--- src/rtl/bbs_pkg.sv ---
package bbs_pkg;

    typedef enum logic [1:0] {
        ST_IDLE   = 2'd0,
        ST_LO_CYC = 2'd1,
        ST_HI_CYC = 2'd2,
        ST_FINISH = 2'd3
    } bbs_state_t;

endpackage

--- src/rtl/bbs_fsm.sv ---
module bbs_fsm
    import bbs_pkg::*;
(
    input  logic       clk,
    input  logic       rst_n,
    input  logic       req_valid,
    input  logic       bus_ready,
    input  logic       word_q,
    output bbs_state_t state,
    output logic       accept,
    output logic       cap_lo,
    output logic       cap_hi,
    output logic       strobe_en,
    output logic       sel_hi,
    output logic       busy,
    output logic       done
);

    bbs_state_t state_q;
    bbs_state_t state_d;

    // state register
    always_ff @(posedge clk) begin
        if (!rst_n) begin
            state_q <= ST_IDLE;
        end else begin
            state_q <= state_d;
        end
    end

    // transitions
    always_comb begin
        state_d = state_q;
        unique case (state_q)
            ST_IDLE: begin
                if (req_valid) state_d = ST_LO_CYC;
            end
            ST_LO_CYC: begin
                if (bus_ready) state_d = word_q ? ST_HI_CYC : ST_FINISH;
            end
            ST_HI_CYC: begin
                if (bus_ready) state_d = ST_FINISH;
            end
            ST_FINISH: begin
                state_d = ST_IDLE;
            end
            default: state_d = ST_IDLE;
        endcase
    end

    // outputs
    always_comb begin
        accept    = 1'b0;
        cap_lo    = 1'b0;
        cap_hi    = 1'b0;
        strobe_en = 1'b0;
        sel_hi    = 1'b0;
        busy      = 1'b0;
        done      = 1'b0;
        unique case (state_q)
            ST_IDLE: begin
                accept = req_valid;
            end
            ST_LO_CYC: begin
                busy      = 1'b1;
                strobe_en = 1'b1;
                cap_lo    = bus_ready;
            end
            ST_HI_CYC: begin
                busy      = 1'b1;
                strobe_en = 1'b1;
                sel_hi    = 1'b1;
                cap_hi    = bus_ready;
            end
            ST_FINISH: begin
                busy = 1'b1;
                done = 1'b1;
            end
            default: begin
                busy = 1'b0;
            end
        endcase
    end

    assign state = state_q;

    // FINISH lasts exactly one cycle and leads back to IDLE
    assert_finish_to_idle_R10: assert property (@(posedge clk) disable iff (!rst_n)
        (state_q == ST_FINISH) |=> (state_q == ST_IDLE));

    // once past the low cycle, no new low cycle can start without IDLE
    assert_no_restart_R3: assert property (@(posedge clk) disable iff (!rst_n)
        (state_q == ST_HI_CYC || state_q == ST_FINISH) |=> (state_q != ST_LO_CYC));

    // a byte request never enters the high-byte cycle
    assert_byte_single_R6: assert property (@(posedge clk) disable iff (!rst_n)
        (state_q == ST_LO_CYC && bus_ready && !word_q) |=> (state_q == ST_FINISH));

endmodule

--- src/rtl/bbs_req_hold.sv ---
module bbs_req_hold #(
    parameter int ADDR_W = 20,
    parameter int BYTE_W = 8,
    localparam int WORD_W = 2 * BYTE_W
) (
    input  logic              clk,
    input  logic              rst_n,
    input  logic              accept,
    input  logic              req_write,
    input  logic              req_word,
    input  logic [ADDR_W-1:0] req_addr,
    input  logic [WORD_W-1:0] req_wdata,
    input  logic              sel_hi,
    output logic              write_q,
    output logic              word_q,
    output logic [ADDR_W-1:0] bus_addr,
    output logic [BYTE_W-1:0] bus_dout
);

    localparam logic [ADDR_W-1:0] ADDR_ONE = {{(ADDR_W-1){1'b0}}, 1'b1};

    logic [ADDR_W-1:0] addr_lo_q;
    logic [ADDR_W-1:0] addr_hi_q;
    logic [WORD_W-1:0] wdata_q;

    // capture the request; the high-byte address is formed once here,
    // wrapping naturally at the top of the address space
    always_ff @(posedge clk) begin
        if (!rst_n) begin
            write_q   <= 1'b0;
            word_q    <= 1'b0;
            addr_lo_q <= '0;
            addr_hi_q <= '0;
            wdata_q   <= '0;
        end else if (accept) begin
            write_q   <= req_write;
            word_q    <= req_word;
            addr_lo_q <= req_addr;
            addr_hi_q <= req_addr + ADDR_ONE;
            wdata_q   <= req_wdata;
        end
    end

    always_comb begin
        bus_addr = sel_hi ? addr_hi_q : addr_lo_q;
        bus_dout = sel_hi ? wdata_q[WORD_W-1:BYTE_W] : wdata_q[BYTE_W-1:0];
    end

endmodule

--- src/rtl/bbs_rd_asm.sv ---
module bbs_rd_asm #(
    parameter int BYTE_W = 8,
    localparam int LANES  = 2,
    localparam int WORD_W = LANES * BYTE_W
) (
    input  logic              clk,
    input  logic              rst_n,
    input  logic              cap_lo,
    input  logic              cap_hi,
    input  logic              write_q,
    input  logic              word_q,
    input  logic [BYTE_W-1:0] bus_din,
    output logic [WORD_W-1:0] rdata
);

    logic [WORD_W-1:0] rdata_q;

    for (genvar g = 0; g < LANES; g++) begin : g_lane
        logic load;
        logic clear;
        if (g == 0) begin : g_low
            assign load  = cap_lo && !write_q;
            assign clear = 1'b0;
        end else begin : g_high
            assign load  = cap_hi && !write_q;
            // a byte read zero-fills the upper half
            assign clear = cap_lo && !write_q && !word_q;
        end

        always_ff @(posedge clk) begin
            if (!rst_n) begin
                rdata_q[g*BYTE_W +: BYTE_W] <= '0;
            end else if (load) begin
                rdata_q[g*BYTE_W +: BYTE_W] <= bus_din;
            end else if (clear) begin
                rdata_q[g*BYTE_W +: BYTE_W] <= '0;
            end
        end
    end

    assign rdata = rdata_q;

    // completing a write byte cycle leaves the result untouched
    assert_write_keeps_rdata_R11: assert property (@(posedge clk) disable iff (!rst_n)
        ((cap_lo || cap_hi) && write_q) |=> $stable(rdata_q));

    // the low lane takes the bus byte on a read low cycle
    assert_low_lane_R9: assert property (@(posedge clk) disable iff (!rst_n)
        (cap_lo && !write_q) |=> (rdata_q[BYTE_W-1:0] == $past(bus_din)));

endmodule

--- src/rtl/bytebus_seq.sv ---
module bytebus_seq
    import bbs_pkg::*;
#(
    parameter int ADDR_W = 20,
    parameter int BYTE_W = 8,
    localparam int WORD_W = 2 * BYTE_W
) (
    input  logic              clk,
    input  logic              rst_n,
    input  logic              req_valid,
    input  logic              req_write,
    input  logic              req_word,
    input  logic [ADDR_W-1:0] req_addr,
    input  logic [WORD_W-1:0] req_wdata,
    output logic              busy,
    output logic              done,
    output logic [WORD_W-1:0] rdata,
    output logic [ADDR_W-1:0] bus_addr,
    output logic              bus_rd,
    output logic              bus_wr,
    output logic [BYTE_W-1:0] bus_dout,
    input  logic [BYTE_W-1:0] bus_din,
    input  logic              bus_ready
);

    localparam logic [ADDR_W-1:0] ADDR_ONE = {{(ADDR_W-1){1'b0}}, 1'b1};

    bbs_state_t state;
    logic       accept;
    logic       cap_lo;
    logic       cap_hi;
    logic       strobe_en;
    logic       sel_hi;
    logic       write_q;
    logic       word_q;

    bbs_fsm u_fsm (
        .clk       (clk),
        .rst_n     (rst_n),
        .req_valid (req_valid),
        .bus_ready (bus_ready),
        .word_q    (word_q),
        .state     (state),
        .accept    (accept),
        .cap_lo    (cap_lo),
        .cap_hi    (cap_hi),
        .strobe_en (strobe_en),
        .sel_hi    (sel_hi),
        .busy      (busy),
        .done      (done)
    );

    bbs_req_hold #(
        .ADDR_W (ADDR_W),
        .BYTE_W (BYTE_W)
    ) u_hold (
        .clk       (clk),
        .rst_n     (rst_n),
        .accept    (accept),
        .req_write (req_write),
        .req_word  (req_word),
        .req_addr  (req_addr),
        .req_wdata (req_wdata),
        .sel_hi    (sel_hi),
        .write_q   (write_q),
        .word_q    (word_q),
        .bus_addr  (bus_addr),
        .bus_dout  (bus_dout)
    );

    bbs_rd_asm #(
        .BYTE_W (BYTE_W)
    ) u_rd (
        .clk     (clk),
        .rst_n   (rst_n),
        .cap_lo  (cap_lo),
        .cap_hi  (cap_hi),
        .write_q (write_q),
        .word_q  (word_q),
        .bus_din (bus_din),
        .rdata   (rdata)
    );

    assign bus_rd = strobe_en && !write_q;
    assign bus_wr = strobe_en &&  write_q;

    // never both strobes
    assert_one_strobe_R7: assert property (@(posedge clk) disable iff (!rst_n)
        !(bus_rd && bus_wr));

    // a cycle without ready keeps address, strobe and data steady
    assert_hold_until_ready_R7: assert property (@(posedge clk) disable iff (!rst_n)
        ((bus_rd || bus_wr) && !bus_ready) |=>
            ((bus_rd || bus_wr) && $stable(bus_addr) && $stable(bus_rd)
             && $stable(bus_wr) && $stable(bus_dout)));

    // the high-byte cycle follows at address+1, modulo 2^ADDR_W
    assert_hi_addr_next_R4: assert property (@(posedge clk) disable iff (!rst_n)
        (state == ST_LO_CYC && bus_ready && word_q) |=>
            (bus_addr == $past(bus_addr) + ADDR_ONE));

    // done only inside busy, and only for one cycle
    assert_done_in_busy_R10: assert property (@(posedge clk) disable iff (!rst_n)
        done |-> busy);
    assert_done_pulse_R10: assert property (@(posedge clk) disable iff (!rst_n)
        done |=> !done);

    // an accepted request starts a strobed cycle next
    assert_accept_starts_R2: assert property (@(posedge clk) disable iff (!rst_n)
        accept |=> (busy && (bus_rd || bus_wr)));

    // a finished byte read has a zero upper half
    assert_zero_fill_R9: assert property (@(posedge clk) disable iff (!rst_n)
        (done && !write_q && !word_q) |-> (rdata[WORD_W-1:BYTE_W] == '0));

endmodule

--- config.mk ---
export PLATFORM = sky130hd
export DESIGN_NAME = bytebus_seq
export DESIGN_NICKNAME = d
export VERILOG_FILES = /design/src/rtl/bbs_pkg.sv /design/src/rtl/bbs_fsm.sv /design/src/rtl/bbs_req_hold.sv /design/src/rtl/bbs_rd_asm.sv /design/src/rtl/bytebus_seq.sv
export SDC_FILE = /design/constraint.sdc
export NUM_CORES = 1
export LEC_CHECK = 0
export BUFFER_PORTS_ARGS = -buffer_cell sky130_fd_sc_hd__buf_2
export CORE_MARGIN = 4
export CORE_UTILIZATION = 30
export CTS_CLUSTER_DIAMETER = 30
export DETAILED_ROUTE_END_ITERATION = 12
export SYNTH_ARGS = -nofsm -noshare
export SYNTH_HDL_FRONTEND = slang
export SYNTH_SLANG_ARGS = --single-unit
--- constraint.sdc ---
create_clock -name clk -period 6.6 [get_ports clk]
set_clock_uncertainty 0.15 [all_clocks]
set_input_delay 0.99 -clock clk [delete_from_list [all_inputs] [get_ports clk]]
set_output_delay 0.99 -clock clk [all_outputs]
set_load 0.005 [all_outputs]
==> results of run 1 <==
## layer usage
metal  up-vias  global-route usage  routed length, um
met3        11              0.0460                556
met2        83               0.227               4330
li1       1542                   -                  -
met1      1428               0.162               3820
met5         -                   0                  0
met4         0              0.0594                140
## Yosys cell counts, types with 2 or more instances
cell type,instances,share of area
mux2i_1,11,0.032
a31oi_1,2,0.0037
nor4_1,7,0.013
xnor2_1,10,0.026
inv_1,8,0.0088
o31ai_1,3,0.0066
and2_1,3,0.0055
nand4_1,4,0.0073
a22oi_1,8,0.018
dfxtp_1,76,0.45
nor2b_1,2,0.0037
ha_1,6,0.022
nand3_1,5,0.0073
nor2_1,27,0.030
a21oi_1,48,0.071
nand2_1,87,0.096
clkbuf_1,24,0.026
a211oi_1,6,0.013
mux2_2,28,0.093
or4_1,2,0.0044
xor2_1,4,0.010
o21ai_0,12,0.018
or3_1,2,0.0037
## state kept, by name, indices dropped and copies added (netlist names)
name and cells:
u_fsm.state 2, u_hold.addr_hi_q 20, u_hold.addr_lo_q 20, u_hold.wdata_q 16, u_hold.word_q 1, u_hold.write_q 1, u_rd.rdata 16
## power by group through the flow
stage / logic [mW] / registers (mW) / clock network [mW]
floorplan: 0.373 / 0.601 / 0
global placement: 0.536 / 0.609 / 0
detailed placement: 0.545 / 0.614 / 0
CTS: 0.548 / 0.604 / 0.505
global route: 0.606 / 0.615 / 0.529
finish: 0.536 / 0.604 / 0.487
## cells by family (layout without fill, tap and decap cells)
logic type | count (synthesis) | after routing
AO/OA/AOI/OAI | 83 | 83
AND/OR/NAND/NOR | 147 | 147
flip-flops | 76 | 76
buffers and inverters | 35 | 124
multiplexers | 39 | 39
XOR/XNOR | 14 | 14
adder cells (fa/ha/maj) | 6 | 6
## stage by stage
stage / hold slack, ps / area, um2 / cells
2_1_floorplan: 283 / 3410 / 400
3_3_place_gp: 289 / 4000 / 615
3_5_place_dp: 296 / 4000 / 615
4_1_cts: 303 / 4290 / 629
5_1_grt: 320 / 4290 / 629
6_report: 300 / 4290 / 629
## path summary, 6_finish.rpt
kind / start / to
setup / recovery: u_fsm.state[0] / bus_addr[19]
setup reg to reg: u_fsm.state[0] / u_hold.addr_hi_q[17]
hold / removal: u_hold.addr_lo_q[8] / u_hold.addr_lo_q[8]
hold reg to reg: u_hold.addr_lo_q[8] / u_hold.addr_lo_q[8]
## cell type report
| type | count | area, um2 | share of cell area |
|---|---|---|---|
| multi-input combinational | 289 | 1750 | 0.409 |
| clock buffer | 12 | 256 | 0.0598 |
| tap | 140 | 175 | 0.0408 |
| inverter | 9 | 33.8 | 0.00787 |
| clock inverter | 2 | 35.0 | 0.00816 |
| sequential | 76 | 1520 | 0.355 |
| timing repair buffer | 101 | 515 | 0.120 |
## worst max-delay path, stage by stage, from the launching register on
cell and delay [ps]:
dfxtp_1 340, inv_1 120, ha_1 150, buf_4 390, mux2_2 410, buf_2 130
==> metrics.md, run 1 <==
| Metric | Value |
|---|---|
| Vias per cell | `4.87` |
| Post-synth top flop | `dfxtp_1` |
| Worst-path maximum fanout | `30` |
| Critical Path End Type | `primary output` |
| Required @ worst endpoint | `5460 ps` |
| Worst Slack Setup Final | `3580 ps` |
| Clk slew on worst S/H paths | `50 ps` |
| Finished Core Util | `0.391` |
| Power share of the clock group | `0.299` |
| 1st-iter DRT viols | `180` |
| Worst Hold Class | `register to register` |
| Worst-skew pair later-pin latency | `330 ps` |
| Core area | `11,000 um2` |
| CTS H-tree lvls | `3` |
| Largest family of logic cells by synthesized area | `simple AND/OR/NAND/NOR gates` |
| Combinational share of power | `0.329` |
| Nets | `542` |
| Worst EP arrival | `1880 ps` |
| Asr flop ratio synth | `0` |
| Routability congestion estimate from global placement | `0.737` |
| Largest net degree at the start of global routing | `45` |
| Post_cts resized | `0` |
| Setup TNS | `0 ps` |
| Total track usage | `0.138` |
| R2r worst-path depth | `7` |
| First drt pass iteration count | `4` |
| P_leak | `1.89 nW` |
| Die Y | `115 um` |
| Area delta synth->final | `26.0%` |
| Crit path time final | `3020 ps` |
| Fmax | `331 MHz` |
| Row cnt | `38` |
| Die area | `13,100 um2` |
| Synth cell types | `38` |
| Die W | `115 um` |
| Overflow after GRT | `0` |
| Max IR drop VDD | `0.000223 V` |
| Starting Density | `0.310` |
| Synth Area per Inst | `8.52 um2` |
| Internal | `1.09 mW` |
| Vias | `3,064` |
| Startpoint types | `register` |
| PnR Total Power | `1.63 mW` |
| Postcts setup bufs | `0` |
| DRC | `0` |
| Max Cap Viol | `0` |
| EDFF count, synth | `0` |
| Sequential-to-total area share from yosys stat | `0.447` |
| Hold path cells | `2` |
| Count of port buffers added during placement | `97` |
| Fraction of synthesized cell area in xor and xnor cells | `0.0360` |
| CTS Buffer Depth | `2` |
| Post-Synth Adder-Cell Area | `0.0220` |
| Gate Count Post-Synth | `400` |
| Commonest non-fill, non-tap cell in the layout | `buf_2` |
| Pre-CTS setup slack | `3740 ps` |
| Setup Viol. Count Final | `0` |
| Simple-gate share of the synthesized area | `0.192` |
| Wire per inst | `14.1 um` |
| Number of global-route vias before repair | `2,941` |
| Slew Limit Fails | `0` |
| Hold Buf Count CTS | `0` |
| Flops & latches, synth | `76` |
| PD cells | `379 nW/um2` |
| Relative slew slack | `0.531` |
| Commonest cells after routing, fill and taps aside | `97 x buf_2, 87 x nand2_1, 76 x dfxtp_1, 48 x a21oi_1, 28 x mux2_2` |
| Net Count, Synth | `456` |
| Worst-Margin Slew | `703 ps` |
| Number of CTS-inserted buffers | `9` |
| Final Hold Fails | `0` |
| First-pass GRT wire length | `14.2 mm` |
| Post-DRT Antenna Nets | `0` |
| # diodes | `0` |
| Initial antenna violation count | `0` |
| Clock sinks | `76` |
| Post-synthesis mux area share | `0.125` |
| Setup slack, reg-to-reg | `4240 ps` |
| Share of cells above drive strength 1 | `0.303` |
| Post-DP HPWL | `6.11 mm` |
| CTS tree | `built` |
| Synth Area in Compound Gates | `0.139` |
| Sw Share | `0.327` |
| RSZ-0062 raised after global routing | `no` |
| Synth warn | `0` |
| Drt total wl | `8.85 mm` |
| Num ports | `98` |
| Reg power frac | `0.371` |
| Mapped cell area | `3410 um2` |
| CTS root buf | `clkbuf_16` |
| Final Cycle Share | `0.458` |
| Fillers | `1,154` |
| Setup Crit Path Kind | `register to primary output` |
| Status | `finished clean` |
| Sw power | `532 uW` |
Power figures use the tool's default switching activity.
==> run 2: changes to the inputs <==
==> constraint.sdc (replaced) <==
create_clock -name clk -period 2.7 [get_ports clk]
set_clock_uncertainty 0.15 [all_clocks]
set_input_delay 0.405 -clock clk [delete_from_list [all_inputs] [get_ports clk]]
set_output_delay 0.405 -clock clk [all_outputs]
set_load 0.005 [all_outputs]
==> metrics.md, run 2 (synthesis results as in run 1) <==
| Metric | Value |
|---|---|
| Setup Viol. Count Final | `0 (unchanged)` |
| Slew Limit Fails | `0 (unchanged)` |
| Largest net degree at the start of global routing | `41 (was 45)` |
| Hold Buf Count CTS | `0 (unchanged)` |
| Power share of the clock group | `0.330 (was 0.299)` |
| Row cnt | `38 (unchanged)` |
| Share of cells above drive strength 1 | `0.311 (was 0.303)` |
| Initial antenna violation count | `0 (unchanged)` |
| Largest registers | `u_hold.addr_hi_q x20, u_hold.addr_lo_q x20 (unchanged)` |
| Sw Share | `0.315 (was 0.327)` |
| Drt total wl | `9.01 mm (was 8.85 mm)` |
| Die W | `115 um (unchanged)` |
| Wire per inst | `14.2 um (was 14.1 um)` |
| RSZ-0062 raised after global routing | `no (unchanged)` |
| Total track usage | `0.138 (about the same)` |
| Pre-CTS setup slack | `559 ps (was 3740 ps)` |
| Clock sinks | `76 (unchanged)` |
| CTS Buffer Depth | `2 (unchanged)` |
| Startpoint types | `register (unchanged)` |
| Number of CTS-inserted buffers | `9 (unchanged)` |
| Core area | `11,000 um2 (unchanged)` |
| Placed instance area | `4040 um2 (was 4000 um2)` |
| Internal | `2.91 mW (was 1.09 mW)` |
| Post-DP HPWL | `6.51 mm (was 6.11 mm)` |
| First drt pass iteration count | `4 (unchanged)` |
| Cell area after layout | `4400 um2 (was 4290 um2)` |
| Worst-path maximum fanout | `19 (was 30)` |
| 1st-iter DRT viols | `157 (was 180)` |
| Vias | `3,084 (was 3,064)` |
| Worst EP arrival | `1780 ps (was 1880 ps)` |
| WL met2 | `4.27 mm (was 4.33 mm)` |
| Worst Slack Setup Final | `363 ps (was 3580 ps)` |
| Fillers | `1,133 (was 1,154)` |
| Required @ worst endpoint | `2140 ps (was 5460 ps)` |
| Reg power frac | `0.350 (was 0.371)` |
| Die area | `13,100 um2 (unchanged)` |
| Setup Crit Path Kind | `register to primary output (unchanged)` |
| Post-DRT Antenna Nets | `0 (unchanged)` |
| Setup TNS | `0 ps (unchanged)` |
| PD cells | `965 nW/um2 (was 379 nW/um2)` |
| Post_cts resized | `0 (unchanged)` |
| Sw power | `1.33 mW (was 532 uW)` |
| CTS H-tree lvls | `3 (unchanged)` |
| Number of global-route vias before repair | `3,017 (was 2,941)` |
| Overflow after GRT | `0 (unchanged)` |
| P_leak | `1.95 nW (was 1.89 nW)` |
| Worst-skew pair later-pin latency | `330 ps (about the same)` |
| Routability congestion estimate from global placement | `0.776 (was 0.737)` |
| Area delta synth->final | `29.0% (was 26.0%)` |
| Max IR drop VDD | `0.000361 V (was 0.000223 V)` |
| Combinational share of power | `0.320 (was 0.329)` |
| Critical Path End Type | `primary output (unchanged)` |
| Commonest cells after routing, fill and taps aside | `97 x buf_2, 87 x nand2_1, 76 x dfxtp_1, 48 x a21oi_1, 28 x mux2_2 (unchanged)` |
| CTS root buf | `clkbuf_16 (unchanged)` |
| Top Metal Used | `met4 (unchanged)` |
| Starting Density | `0.310 (unchanged)` |
| Max Cap Viol | `0 (unchanged)` |
| Final Hold Fails | `0 (unchanged)` |
| Relative slew slack | `0.488 (was 0.531)` |
| First-pass GRT wire length | `14.5 mm (was 14.2 mm)` |
| Num ports | `98 (unchanged)` |
| Final Cycle Share | `0.865` |
| Nets | `546 (was 542)` |
| DR WL met3 | `577 um (was 556 um)` |
| Fmax | `428 MHz` |
| Status | `finished clean (unchanged)` |
| Worst-Margin Slew | `769 ps (was 703 ps)` |
| Worst Hold Class | `input port to register (was register to register)` |
| PnR Total Power | `4.24 mW (was 1.63 mW)` |
| Postcts setup bufs | `0 (unchanged)` |
| DRC | `0 (unchanged)` |
| Die Y | `115 um (unchanged)` |
| Commonest non-fill, non-tap cell in the layout | `buf_2 (unchanged)` |
| Count of port buffers added during placement | `97 (unchanged)` |
| Wl on met1 | `4.11 mm (was 3.82 mm)` |
| Crit path time final | `2340 ps` |
| Vias per cell | `4.85 (was 4.87)` |
| CTS tree | `built (unchanged)` |
| Clk slew on worst S/H paths | `60 ps (was 50 ps)` |
==> run 2: changes by cell type in the layout (fill, tap and decap cells not counted), sizes merged <==
cell,delta
diode,+1
buf,+4
bufinv,+2
==> run 2: critical path, cell delays in order (launching register included) <==
cell and delay, ps:
dfxtp_1 350, inv_1 120, ha_1 180, buf_4 280
mux2_2 380, buf_2 130
==> run 2: final cells by class <==
cell class	instances	area, um2	area share
multi-input cells	289	1750	0.399
flip-flops and latches	76	1520	0.346
repair buffers	105	558	0.127
clock buffers	12	256	0.0583
well taps	140	175	0.0398
clock inverters	4	95.1	0.0216
inverters	9	33.8	0.00768
diodes	1	2.50	0.000569
==> run 2: final timing paths <==
path                                          start                    to  slack [ps]  cells past startpoint
worst max-delay path                 u_fsm.state[0]           bus_addr[5]         360                      5
worst min-delay path                   req_wdata[0]     u_hold.wdata_q[0]         160                      3
worst max register to register       u_fsm.state[0]  u_hold.addr_hi_q[16]         590                      6
worst min register to register  u_hold.addr_lo_q[1]   u_hold.addr_lo_q[1]         300                      2
==> run 2: routing by layer <==
metal | vias up | GRT usage
met2 | 65 | 0.220
met4 | 0 | 0.0554
met1 | 1455 | 0.173
met3 | 6 | 0.0439
li1 | 1558 | -
met5 | - | 0
==> run 2: power by group through the flow <==
stage / Clock (mW) / Sequential (mW) / Combinational (mW)
finish: 1.40 / 1.48 / 1.36
global route: 1.48 / 1.51 / 1.54
CTS: 1.44 / 1.48 / 1.38
detailed placement: 0 / 1.51 / 1.38
global placement: 0 / 1.49 / 1.35
floorplan: 0 / 1.47 / 0.913
==> run 2: metrics by stage <==
stage | hold slack (ps) | util | std cells
4_1_cts | 144 | 0.400 | 635
2_1_floorplan | 283 | - | 400
3_3_place_gp | 289 | 0.368 | 619
6_report | 160 | 0.400 | 636
3_5_place_dp | 294 | 0.368 | 619
5_1_grt | 157 | 0.400 | 635
